<file path="config.mk">
export PLATFORM = sky130hd
export DESIGN_NAME = bitblt_engine
export DESIGN_NICKNAME = d
export VERILOG_FILES = /design/src/rtl/bitblt_pkg.sv /design/src/rtl/bitblt_align.sv /design/src/rtl/bitblt_combine.sv /design/src/rtl/bitblt_seq.sv /design/src/rtl/bitblt_engine.sv
export SDC_FILE = /design/constraint.sdc
export NUM_CORES = 1
export LEC_CHECK = 0
export BUFFER_PORTS_ARGS = -buffer_cell sky130_fd_sc_hd__buf_2
export CAP_MARGIN = 30
export CORE_ASPECT_RATIO = 1.25
export CORE_MARGIN = 2
export CORE_UTILIZATION = 55
export CTS_CLUSTER_DIAMETER = 50
export DETAILED_ROUTE_END_ITERATION = 6
export PLACE_DENSITY = 0.81
export SYNTH_ARGS = -nofsm -noshare
export SYNTH_HDL_FRONTEND = slang
export SYNTH_SLANG_ARGS = --single-unit
</file>
<file path="constraint.sdc">
create_clock -name clk -period 3.9 [get_ports clk]
set_input_delay 0.78 -clock clk [delete_from_list [all_inputs] [get_ports clk]]
set_output_delay 0.78 -clock clk [all_outputs]
set_load 0.005 [all_outputs]
</file>
<file path="src/rtl/bitblt_pkg.sv">
package bitblt_pkg;

  typedef enum logic [2:0] {
    BOP_AND  = 3'd0,
    BOP_OR   = 3'd1,
    BOP_XOR  = 3'd2,
    BOP_COPY = 3'd3,
    BOP_FOR  = 3'd4
  } bop_e;

  typedef enum logic [2:0] {
    ST_IDLE,
    ST_PRD,
    ST_PCAP,
    ST_SRD,
    ST_DRD,
    ST_WR,
    ST_DONE
  } bst_e;

  // A request is refused for unknown codes, and for the fast OR with any
  // option other than ascending order and true source.
  function automatic logic op_rejected(input logic [2:0] op, input logic desc,
                                       input logic inv);
    return (op > 3'd4) || ((op == BOP_FOR) && (desc || inv));
  endfunction

endpackage

</file>
<file path="src/rtl/bitblt_align.sv">
module bitblt_align #(
  parameter int W  = 16,
  parameter int SW = 4
) (
  input  logic [W-1:0]  cur,
  input  logic [W-1:0]  carry,
  input  logic [SW-1:0] shift,
  output logic [W-1:0]  aligned
);
  localparam int DW = 2 * W;

  // Upper half of the pair shifted left; shift 0 yields cur unchanged.
  function automatic logic [W-1:0] merge(input logic [W-1:0] hi, input logic [W-1:0] lo,
                                         input logic [SW-1:0] sh);
    logic [DW-1:0] wide;
    wide = {hi, lo} << sh;
    return wide[DW-1:W];
  endfunction

  assign aligned = merge(cur, carry, shift);
endmodule

</file>
<file path="src/rtl/bitblt_combine.sv">
module bitblt_combine
  import bitblt_pkg::*;
#(
  parameter int W = 16
) (
  input  logic [2:0]   op,
  input  logic         inv,
  input  logic [W-1:0] src,
  input  logic [W-1:0] dst,
  input  logic [W-1:0] mask,
  output logic [W-1:0] res
);
  function automatic logic [W-1:0] apply_op(input logic [2:0] code, input logic [W-1:0] s,
                                            input logic [W-1:0] d);
    case (code)
      BOP_AND:         return s & d;
      BOP_OR, BOP_FOR: return s | d;
      BOP_XOR:         return s ^ d;
      BOP_COPY:        return s;
      default:         return d;
    endcase
  endfunction

  logic [W-1:0] s_eff;
  logic [W-1:0] f;

  assign s_eff = inv ? ~src : src;
  assign f     = apply_op(op, s_eff, dst);
  assign res   = (f & mask) | (dst & ~mask);
endmodule

</file>
<file path="src/rtl/bitblt_seq.sv">
module bitblt_seq
  import bitblt_pkg::*;
#(
  parameter int W  = 16,
  parameter int AW = 16,
  parameter int HW = 8,
  parameter int WW = 8,
  parameter int SW = 4
) (
  input  logic          clk,
  input  logic          rst_n,
  input  logic          start,
  input  logic [AW-1:0] cfg_src_base,
  input  logic [AW-1:0] cfg_dst_base,
  input  logic [AW-1:0] cfg_src_pitch,
  input  logic [AW-1:0] cfg_dst_pitch,
  input  logic [SW-1:0] cfg_shift,
  input  logic [HW-1:0] cfg_height,
  input  logic [WW-1:0] cfg_width,
  input  logic [W-1:0]  cfg_mask_first,
  input  logic [W-1:0]  cfg_mask_last,
  input  logic [2:0]    cfg_op,
  input  logic          cfg_desc,
  input  logic          cfg_inv,
  output logic          mem_req,
  output logic          mem_we,
  output logic [AW-1:0] mem_addr,
  input  logic [W-1:0]  mem_rdata,
  output logic [W-1:0]  align_cur,
  output logic [W-1:0]  align_carry,
  output logic [SW-1:0] align_shift,
  input  logic [W-1:0]  aligned,
  output logic [W-1:0]  comb_src,
  output logic [W-1:0]  comb_mask,
  output logic [2:0]    comb_op,
  output logic          comb_inv,
  output logic          busy,
  output logic          done,
  output logic          err,
  output logic          ev_reject,
  output logic          ev_empty
);
  function automatic logic [AW-1:0] first_ptr(input logic [AW-1:0] base,
                                               input logic [WW-1:0] w, input logic desc);
    return desc ? base + AW'(w) - AW'(1) : base;
  endfunction

  bst_e          st;
  logic [2:0]    op_q;
  logic          desc_q, inv_q, err_q;
  logic [SW-1:0] sh_q;
  logic [WW-1:0] w_q, wcnt;
  logic [HW-1:0] lines_left;
  logic [W-1:0]  mf_q, ml_q, hold, aln_q;
  logic [AW-1:0] sp_q, dp_q, sline, dline, sptr, dptr;

  logic          accept, bad, empty, last, fetch_skip, lo_word, hi_word;
  logic [W-1:0]  src_data;
  logic [AW-1:0] nsline, ndline;

  assign accept     = (st == ST_IDLE) && start;
  assign bad        = op_rejected(cfg_op, cfg_desc, cfg_inv);
  assign empty      = (cfg_height == '0) || (cfg_width == '0);
  assign ev_reject  = accept && bad;
  assign ev_empty   = accept && !bad && empty;

  assign last       = (wcnt == w_q - WW'(1));
  assign fetch_skip = desc_q && last;
  assign src_data   = fetch_skip ? '0 : mem_rdata;

  // Ascending: new word is the current one. Descending: held word is current.
  assign align_cur   = desc_q ? hold : src_data;
  assign align_carry = desc_q ? src_data : hold;
  assign align_shift = sh_q;

  assign lo_word   = desc_q ? last : (wcnt == '0);
  assign hi_word   = desc_q ? (wcnt == '0) : last;
  assign comb_mask = (lo_word ? mf_q : '1) & (hi_word ? ml_q : '1);
  assign comb_src  = aln_q;
  assign comb_op   = op_q;
  assign comb_inv  = inv_q;

  assign nsline = sline + sp_q;
  assign ndline = dline + dp_q;

  assign mem_req  = ((st == ST_SRD) && !fetch_skip) || (st == ST_DRD) ||
                    (st == ST_WR) || (st == ST_PRD);
  assign mem_we   = (st == ST_WR);
  assign mem_addr = ((st == ST_DRD) || (st == ST_WR)) ? dptr : sptr;

  assign busy = (st != ST_IDLE);
  assign done = (st == ST_DONE);
  assign err  = done && err_q;

  always_ff @(posedge clk) begin
    if (!rst_n) begin
      st         <= ST_IDLE;
      op_q       <= '0;
      desc_q     <= 1'b0;
      inv_q      <= 1'b0;
      err_q      <= 1'b0;
      sh_q       <= '0;
      w_q        <= '0;
      wcnt       <= '0;
      lines_left <= '0;
      mf_q       <= '0;
      ml_q       <= '0;
      hold       <= '0;
      aln_q      <= '0;
      sp_q       <= '0;
      dp_q       <= '0;
      sline      <= '0;
      dline      <= '0;
      sptr       <= '0;
      dptr       <= '0;
    end else begin
      case (st)
        ST_IDLE: if (start) begin
          op_q       <= cfg_op;
          desc_q     <= cfg_desc;
          inv_q      <= cfg_inv;
          sh_q       <= cfg_shift;
          w_q        <= cfg_width;
          mf_q       <= cfg_mask_first;
          ml_q       <= cfg_mask_last;
          sp_q       <= cfg_src_pitch;
          dp_q       <= cfg_dst_pitch;
          sline      <= cfg_src_base;
          dline      <= cfg_dst_base;
          sptr       <= first_ptr(cfg_src_base, cfg_width, cfg_desc);
          dptr       <= first_ptr(cfg_dst_base, cfg_width, cfg_desc);
          lines_left <= cfg_height;
          wcnt       <= '0;
          hold       <= '0;
          err_q      <= bad;
          if (bad || empty) st <= ST_DONE;
          else              st <= cfg_desc ? ST_PRD : ST_SRD;
        end
        ST_PRD: begin
          sptr <= sptr - AW'(1);
          st   <= ST_PCAP;
        end
        ST_PCAP: begin
          hold <= mem_rdata;
          st   <= ST_SRD;
        end
        ST_SRD: begin
          sptr <= desc_q ? sptr - AW'(1) : sptr + AW'(1);
          st   <= ST_DRD;
        end
        ST_DRD: begin
          hold  <= src_data;
          aln_q <= aligned;
          st    <= ST_WR;
        end
        ST_WR: begin
          if (last) begin
            wcnt       <= '0;
            hold       <= '0;
            lines_left <= lines_left - HW'(1);
            sline      <= nsline;
            dline      <= ndline;
            sptr       <= first_ptr(nsline, w_q, desc_q);
            dptr       <= first_ptr(ndline, w_q, desc_q);
            if (lines_left == HW'(1)) st <= ST_DONE;
            else                      st <= desc_q ? ST_PRD : ST_SRD;
          end else begin
            wcnt <= wcnt + WW'(1);
            dptr <= desc_q ? dptr - AW'(1) : dptr + AW'(1);
            st   <= ST_SRD;
          end
        end
        ST_DONE: st <= ST_IDLE;
        default: st <= ST_IDLE;
      endcase
    end
  end
endmodule

</file>
<file path="src/rtl/bitblt_engine.sv">
module bitblt_engine #(
  parameter  int W  = 16,
  parameter  int AW = 16,
  parameter  int HW = 8,
  parameter  int WW = 8,
  localparam int SW = $clog2(W)
) (
  input  logic          clk,
  input  logic          rst_n,
  input  logic          start,
  input  logic [AW-1:0] cfg_src_base,
  input  logic [AW-1:0] cfg_dst_base,
  input  logic [AW-1:0] cfg_src_pitch,
  input  logic [AW-1:0] cfg_dst_pitch,
  input  logic [SW-1:0] cfg_shift,
  input  logic [HW-1:0] cfg_height,
  input  logic [WW-1:0] cfg_width,
  input  logic [W-1:0]  cfg_mask_first,
  input  logic [W-1:0]  cfg_mask_last,
  input  logic [2:0]    cfg_op,
  input  logic          cfg_desc,
  input  logic          cfg_inv,
  output logic          mem_req,
  output logic          mem_we,
  output logic [AW-1:0] mem_addr,
  output logic [W-1:0]  mem_wdata,
  input  logic [W-1:0]  mem_rdata,
  output logic          busy,
  output logic          done,
  output logic          err
);
  logic [W-1:0]  align_cur, align_carry, aligned, comb_src, comb_mask;
  logic [SW-1:0] align_shift;
  logic [2:0]    comb_op;
  logic          comb_inv;
  logic          ev_reject, ev_empty;

  bitblt_seq #(.W(W), .AW(AW), .HW(HW), .WW(WW), .SW(SW)) u_seq (
    .clk(clk), .rst_n(rst_n), .start(start),
    .cfg_src_base(cfg_src_base), .cfg_dst_base(cfg_dst_base),
    .cfg_src_pitch(cfg_src_pitch), .cfg_dst_pitch(cfg_dst_pitch),
    .cfg_shift(cfg_shift), .cfg_height(cfg_height), .cfg_width(cfg_width),
    .cfg_mask_first(cfg_mask_first), .cfg_mask_last(cfg_mask_last),
    .cfg_op(cfg_op), .cfg_desc(cfg_desc), .cfg_inv(cfg_inv),
    .mem_req(mem_req), .mem_we(mem_we), .mem_addr(mem_addr), .mem_rdata(mem_rdata),
    .align_cur(align_cur), .align_carry(align_carry), .align_shift(align_shift),
    .aligned(aligned), .comb_src(comb_src), .comb_mask(comb_mask),
    .comb_op(comb_op), .comb_inv(comb_inv),
    .busy(busy), .done(done), .err(err),
    .ev_reject(ev_reject), .ev_empty(ev_empty)
  );

  bitblt_align #(.W(W), .SW(SW)) u_align (
    .cur(align_cur), .carry(align_carry), .shift(align_shift), .aligned(aligned)
  );

  bitblt_combine #(.W(W)) u_comb (
    .op(comb_op), .inv(comb_inv), .src(comb_src), .dst(mem_rdata),
    .mask(comb_mask), .res(mem_wdata)
  );
endmodule

</file>
Word level (Yosys, flattened, before mapping)
Index checks and enable logic that the tools add are counted.
{"block": "totals", "memories": 0, "input_bits": 140, "reg_bits": 197, "word_cells": 134, "mem_bits_ro": 0, "ram_bits": 0, "latch_bits": 0}
{"block": "classes", "order_cmp": 1, "mul": 0, "addsub": 17, "bitwise_logic": 9, "eq_ne": 15, "mux": 44, "n_shift": 1, "div": 0, "reduce_logical": 28}
{"op": "16-bit two-way mux", "n": 23}
{"op": "16-bit case mux with 4 select lines", "n": 3}
{"op": "16-bit case mux with 2 select lines", "n": 3}
{"op": "16-bit by 1-bit subtractor with 16-bit output (second input constant)", "n": 6}
{"op": "16-bit by 8-bit adder with 16-bit output", "n": 4}
{"op": "16-bit AND", "n": 4}
{"op": "16-bit by 1-bit adder with 16-bit output (second input constant)", "n": 2}
{"op": "16-bit adder", "n": 2}
{"op": "8-bit two-way mux", "n": 4}
{"op": "16-bit NOT", "n": 2}
{"op": "16-bit bitwise OR", "n": 2}
{"op": "8-bit case mux with 2 select lines", "n": 2}
{"op": "32-bit by 4-bit left shift with 32-bit output", "n": 1}
{"op": "8-bit zero test", "n": 3}
{"op": "3-bit case mux with 6 select lines", "n": 1}
{"op": "8-bit by 1-bit subtractor with 8-bit output (second input constant)", "n": 2}
{"op": "16-bit bitwise XOR", "n": 1}
{"op": "3-bit equality test (second input constant)", "n": 5}
{"op": "3-bit by 2-bit equality test with 1-bit output (second input constant)", "n": 4}
{"op": "3-bit two-way mux", "n": 4}
{"op": "3-bit AND reduction", "n": 3}
{"op": "8-bit by 1-bit adder with 8-bit output (second input constant)", "n": 1}
{"op": "8-bit by 1-bit equality test with 1-bit output (second input constant)", "n": 1}
{"op": "8-bit equality test", "n": 1}
{"op": "other kinds (15)", "n": 31}

Longest topological paths before layout
{"block": "depth", "word_depth": 8, "depth_mapped": 20, "ltp_nobuf": 20}

Hierarchy
Synthesis repeated with hierarchy kept, for this count alone.
{"block": "unflattened", "cells_unflattened": 2369, "hier_area_um2": 17932.2}
{"mod": "bitblt_seq", "area_each_um2": 15462.3, "cells_each": 2108, "instances": 1}
{"mod": "bitblt_combine", "area_each_um2": 1580.3, "cells_each": 197, "instances": 1}
{"mod": "bitblt_align", "area_each_um2": 889.6, "cells_each": 64, "instances": 1}

Worst setup path before layout
Ideal clock, no wire load.
{"block": "synth_timing", "kind": "register to register", "start": "reg u_seq.dline[0]", "end": "reg u_seq.dptr[12]", "arrival_ns": 3.710, "setup_time_ns": 0.136, "t_required_ns": 3.764, "setup_slack_ns": 0.055, "stages_incl_launch_ff": 20, "synth_period_minus_slack_ns": 3.845, "path_buffers": 0, "path_cell_list": "dfxtp_1 > ha_1 > fa_1 > a21o_1 > a21oi_1 > o21bai_1 > a21oi_1 > xor2_1 > ha_1 > inv_1 > ha_1 > a21oi_1 > o21ai_0 > a211oi_1 > o21ai_0 > a21oi_1 > xor2_1 > nor2_1 > a211oi_1 > o32ai_1"}
{"block": "synth_via", "elab_chain_len": 6}
{"item": "start, declared", "line": "bitblt_seq.sv:55", "text": "logic [AW-1:0] sp_q, dp_q, sline, dline, sptr, dptr;"}
{"item": "start signal, assigned", "line": "bitblt_seq.sv:129", "text": "dline <= cfg_dst_base;"}
{"item": "start signal, assigned", "line": "bitblt_seq.sv:162", "text": "dline <= ndline;"}
{"item": "16-bit adder (*)", "line": "bitblt_seq.sv:84", "text": "assign ndline = dline + dp_q;"}
{"item": "16-bit by 8-bit adder with 16-bit output", "line": "bitblt_seq.sv:45", "text": "return desc ? base + AW'(w) - AW'(1) : base;"}
{"item": "16-bit by 1-bit subtractor with 16-bit output", "line": "bitblt_seq.sv:45"}
{"item": "16-bit two-way mux (*)", "line": "bitblt_seq.sv:45"}
{"item": "16-bit two-way mux (*)", "line": "bitblt_seq.sv:157", "text": "if (last) begin"}
{"item": "16-bit case mux with 2 select lines (*)", "line": "bitblt_seq.sv:117", "text": "case (st)"}
{"item": "end signal, assigned", "line": "bitblt_seq.sv:131", "text": "dptr <= first_ptr(cfg_dst_base, cfg_width, cfg_desc);"}
{"item": "end signal, assigned", "line": "bitblt_seq.sv:164", "text": "dptr <= first_ptr(ndline, w_q, desc_q);"}
{"item": "end signal, assigned", "line": "bitblt_seq.sv:169", "text": "dptr <= desc_q ? dptr - AW'(1) : dptr + AW'(1);"}
{"item": "end, declared", "line": "bitblt_seq.sv:55"}
Mark *: on every way between the ends. The rest lies on a longest branch, timed or not.
A chain may end at the register's enable or synchronous reset.

Worst setup path after layout
{"block": "layout_timing", "start": "reg u_seq.w_q[0]", "end": "out mem_wdata[13]"}
{"block": "layout_via", "elab_chain_len": 8}
{"item": "start, declared", "line": "bitblt_seq.sv:52", "text": "logic [WW-1:0] w_q, wcnt;"}
{"item": "start signal, assigned", "line": "bitblt_seq.sv:123", "text": "w_q <= cfg_width;"}
{"item": "8-bit by 1-bit subtractor with 8-bit output (*)", "line": "bitblt_seq.sv:67", "text": "assign last = (wcnt == w_q - WW'(1));"}
{"item": "8-bit equality test (*)", "line": "bitblt_seq.sv:67"}
{"item": "1-bit two-way mux (on tied branches)", "line": "bitblt_seq.sv:76, bitblt_seq.sv:77"}
{"item": "16-bit two-way mux", "line": "bitblt_seq.sv:78", "text": "assign comb_mask = (lo_word ? mf_q : '1) & (hi_word ? ml_q : '1);"}
{"item": "16-bit AND (*)", "line": "bitblt_seq.sv:78"}
{"item": "16-bit NOT", "line": "bitblt_combine.sv:29", "text": "assign res = (f & mask) | (dst & ~mask);"}
{"item": "16-bit AND", "line": "bitblt_combine.sv:29"}
{"item": "16-bit bitwise OR (*)", "line": "bitblt_combine.sv:29"}
{"item": "end, declared", "line": "bitblt_engine.sv:26", "text": "output logic [W-1:0] mem_wdata,"}
Marked as above.

==> flow_summary.yaml <==
run_status:
  violations: "negative setup slack"
  status: "finished, violations left"
clock_tree:
  clkLatencyLatePin_ns: 0.48
  hold_buffers: 0
  clockBufferDepth: 2
  cts_max_level: 4
  root_buffer: "clkbuf_16"
  numClockSinks: 197
  tritoncts: "built"
  cts_made_buffers: 17
  clk_pin_slew_ns: 0.09
logic_synthesis:
  synth_fp_nets: 2740
  synth-seq-cells: 197
  ys_types: 79
  avgSynthCellArea_um2: 7.255
  yosysWarnings: 0
  syn_area_um2: 17600
  seq_area_frac_synth_pct: 22.41
  synth_ff_type: "dfxtp_1"
  synthArstFlopShare_pct: 0
  synth_edf_count: 0
  syn_inst: 2426
power_and_ir_drop:
  pwr_density_cell_nw_per_um2: 578.1
  intPower_w: 0.006600
  power.share.clock_pct: 15.5
  p_seq_share_pct: 22.5
  swShare_pct: 45.64
  ir_drop_uv: 379.3
  switchingPower_w: 0.005542
  power.leakage_nw: 9.219
  combPwrFrac_pct: 62.0
setup_path:
  r2r-end: "u_seq.dptr[11]"
  crit_cells: 13
  r2r-start: "u_seq.dp_q[0]"
  setup.worst_path.end_class: "output port"
  crit_arrival_ns: 3.38
  r2r_setup_slack_ns: 0.06
  worstPathRequired_ns: 3.12
  crit_chain: "or4_4 > or4_1 > and3_4 > o31ai_4 > nand2_2 > nor2_2 > a21oi_2 > buf_12 > o221ai_1 > buf_4 > nor2_1 > a21oi_1 > buf_2"
  path_class: "reg2out"
  slowest_stage: "or4_4"
  critPathBufInv: 3
  path_max_fanout: 16
  max_stage_delay_ns: 0.54
  worstRegToRegCells: 22
  cp-start-kind: "flip-flop"
  path_delay_family: "simple AND/OR/NAND/NOR gates"
timing:
  setup-violations-final: 16
  skew_ns: 0.01560
  min_period_over_period_pct: 106.6
  worst_pin_slew_ns: 0.9424
  setup_ws_ns: -0.2584
  fmax_ghz: 0.2405
  rsz0062_at_grt: "true"
  slew_violations: 0
  finalCriticalPeriod_ns: 4.158
  slew_headroom_pct: 37.17
  tns_ns: -2.566
  timing.final.hold_violations: 0
layout:
  area_delta_synth_final_pct: 19.34
  fill_cells: 2726
  drive_gt1_share_pct: 20.24
  design_area_um2: 21000
  final_nets: 2964
placement:
  placed_cell_area_um2: 19670
  gp_congestion: 0.9732
  dp_hpwl_um: 45880
  numPortBuffers: 176
drt:
  vias: 19249
  detail-route-antenna-nets: 0
  wl_met2_um: 29320
  avgRoutedWirePerCell_um: 20.11
  via_per_inst: 6.246
  dr_wl_met3_um: 4978
  totalWireLength_um: 61990
  highest_layer: "met4"
  drc: 0
  first_pass_iters: 6
  drt_iter0_markers: 1770
  wl_met1_um: 23630
global_route:
  grt_antenna_before_repair: 4
  track_usage_pct: 36.13
  grt_pass1_wl_um: 95380
  overflow: 0
  grt_max_degree: 50
  grt_pass1_vias: 18473
hold_path:
  hold_class: "reg2reg"
  hp-start: "u_seq.ml_q[11]"
  hold_end: "u_seq.ml_q[11]"
  hold_depth: 2
die:
  coreArea_um2: 31690
  die_h_um: 204.0
  ioPinCount: 177
  fp.dieW_um: 164
  num_rows: 73
  start_util_pct: 55.53
  die_area_um2: 33460
job:
  drv_cap: 0
==> cell usage after synthesis (16+ instances only) <==
cell type | count | area, µm²
nand2_1 | 356 | 1336
a21oi_1 | 252 | 1261
o221ai_1 | 24 | 210.2
a22oi_1 | 35 | 262.8
a311oi_1 | 19 | 166.4
nor2b_1 | 22 | 137.6
o21ai_0 | 112 | 560.5
o22ai_1 | 28 | 175.2
dfxtp_1 | 197 | 3944
mux2i_1 | 43 | 430.4
xnor2_1 | 82 | 718.2
a31oi_1 | 22 | 137.6
nand3_1 | 45 | 225.2
nand2b_1 | 18 | 112.6
a211oi_1 | 47 | 352.8
o22a_1 | 16 | 140.1
inv_1 | 190 | 713.2
mux4_2 | 18 | 405.4
o211ai_1 | 19 | 142.6
xor2_1 | 44 | 385.4
nor3_1 | 63 | 315.3
ha_1 | 167 | 2090
a21o_1 | 26 | 195.2
clkbuf_1 | 123 | 461.7
nor2_1 | 230 | 863.3
and3_1 | 19 | 118.9
==> power groups by stage <==
stage / clock (W) / sequential (W) / combinational (W)
finish: 0.00188 / 0.00274 / 0.00753
global route: 0.00197 / 0.00277 / 0.00820
CTS: 0.00189 / 0.00271 / 0.00671
detailed placement: 0 / 0.00275 / 0.00648
global placement: 0 / 0.00273 / 0.00633
floorplan: 0 / 0.00257 / 0.00456
==> cell usage in the layout, fill, tap and decap left out, types with 11 or more instances in the layout <==
cell type | netlist | routed
nand3_1 | 45 | 44
ha_1 | 167 | 158
o21ai_0 | 112 | 94
mux4_2 | 18 | 18
nand2_1 | 356 | 352
a311oi_1 | 19 | 18
buf_4 | 1 | 169
and3_1 | 19 | 18
nor2_1 | 230 | 223
a31oi_1 | 22 | 21
dfxtp_2 | 0 | 11
mux2i_1 | 43 | 43
o211ai_1 | 19 | 19
nor3_1 | 63 | 58
a21o_1 | 26 | 26
xnor2_1 | 82 | 75
clkbuf_16 | 0 | 17
a21oi_2 | 1 | 13
o22ai_1 | 28 | 27
inv_1 | 190 | 187
a21oi_1 | 252 | 235
xor2_1 | 44 | 42
o21ai_1 | 4 | 15
o22a_1 | 16 | 16
a211oi_1 | 47 | 41
mux2_2 | 14 | 13
nand2b_1 | 18 | 17
nor2b_1 | 22 | 22
o221ai_1 | 24 | 19
or3_1 | 15 | 15
dfxtp_1 | 197 | 186
buf_2 | 5 | 176
a22oi_1 | 35 | 34
==> what timing repair did <==
item,in CTS,in global routing
pin swaps,15,71
gates resized for setup,34,101
buffers inserted,2,18
setup endpoints to repair,26,31
==> final cells by class <==
cell class / instances / area (µm²) / share of cell area, %
clock buffers: 17 / 425.4 / 2.025
multi-input cells: 1892 / 12960 / 61.73
well taps: 412 / 515.5 / 2.454
repair buffers: 349 / 2221 / 10.57
inverters: 193 / 726.9 / 3.461
flip-flops and latches: 197 / 3958 / 18.84
clock inverters: 15 / 175.2 / 0.8340
diodes: 7 / 17.52 / 0.08340
==> registers in the layout, summed over array words and instances (netlist names), 16 cells and up <==
signal	flops
u_seq.comb_src	16
u_seq.mf_q	16
u_seq.dptr	16
u_seq.hold	16
u_seq.sp_q	16
u_seq.sline	16
u_seq.dp_q	16
u_seq.sptr	16
u_seq.ml_q	16
u_seq.dline	16
==> worst register-to-register path, stage by stage (launching register included) <==
cell and delay, ns:
dfxtp_2 0.35, ha_4 0.17, fa_2 0.36, a21o_1 0.23, a21oi_4 0.22, o21bai_1 0.10
a21oi_1 0.18, xor2_1 0.21, ha_2 0.21, inv_2 0.04, ha_4 0.27, buf_6 0.11
nor2_4 0.04, nor2_4 0.12, o41ai_4 0.11, buf_4 0.15, buf_4 0.12, o2111a_1 0.25
xnor2_1 0.14, nand2_1 0.07, o21ai_0 0.10, nand2_1 0.09, a21oi_1 0.13
==> metrics by stage <==
stage | util (%) | hold WS (ns) | worst slack, ns | std cells | power, W
6_report | 66.27 | 0.4613 | -0.2584 | 3082 | 0.01214
2_1_floorplan | - | 0.4362 | 0.05476 | 2426 | 0.007130
5_1_grt | 66.22 | 0.4765 | -0.4027 | 3076 | 0.01293
4_1_cts | 64.44 | 0.4606 | -0.2287 | 3059 | 0.01131
3_3_place_gp | 62.07 | 0.4416 | -0.2143 | 3025 | 0.009063
3_5_place_dp | 62.07 | 0.4485 | -0.2614 | 3025 | 0.009237
==> layer usage <==
| metal | up-vias | global-route usage (%) |
|---|---|---|
| li1 | 9041 | - |
| met1 | 9043 | 42.06 |
| met2 | 921 | 60.35 |
| met3 | 244 | 7.102 |
| met4 | 0 | 23.06 |
| met5 | - | 0 |
==> worst max path at each step <==
stage / start / to / slack (ns)
after floorplan: u_seq.dline[0] / u_seq.dptr[12] / 0.05
after global placement: u_seq.dline[0] / u_seq.dptr[12] / -0.21
after detailed placement: cfg_src_base[1] / u_seq.sptr[15] / -0.26
after CTS: u_seq.w_q[0] / mem_wdata[3] / -0.23
after global routing: u_seq.w_q[0] / mem_wdata[13] / -0.40
final: u_seq.w_q[0] / mem_wdata[13] / -0.26
==> kinds of logic (layout without fill, tap and decap cells) <==
family / count (synthesis) / count (layout) / share of synthesized area [%]
AO/OA/AOI/OAI: 693 / 693 / 25.14
XOR/XNOR: 126 / 126 / 6.270
adder cells (fa/ha/maj): 174 / 174 / 12.67
buffers and inverters: 337 / 574 / 7.287
flip-flops: 197 / 197 / 22.41
multiplexers: 76 / 76 / 5.730
other: 0 / 7 / 0
AND/OR/NAND/NOR: 823 / 823 / 20.49
Power figures use the tool's default switching activity.
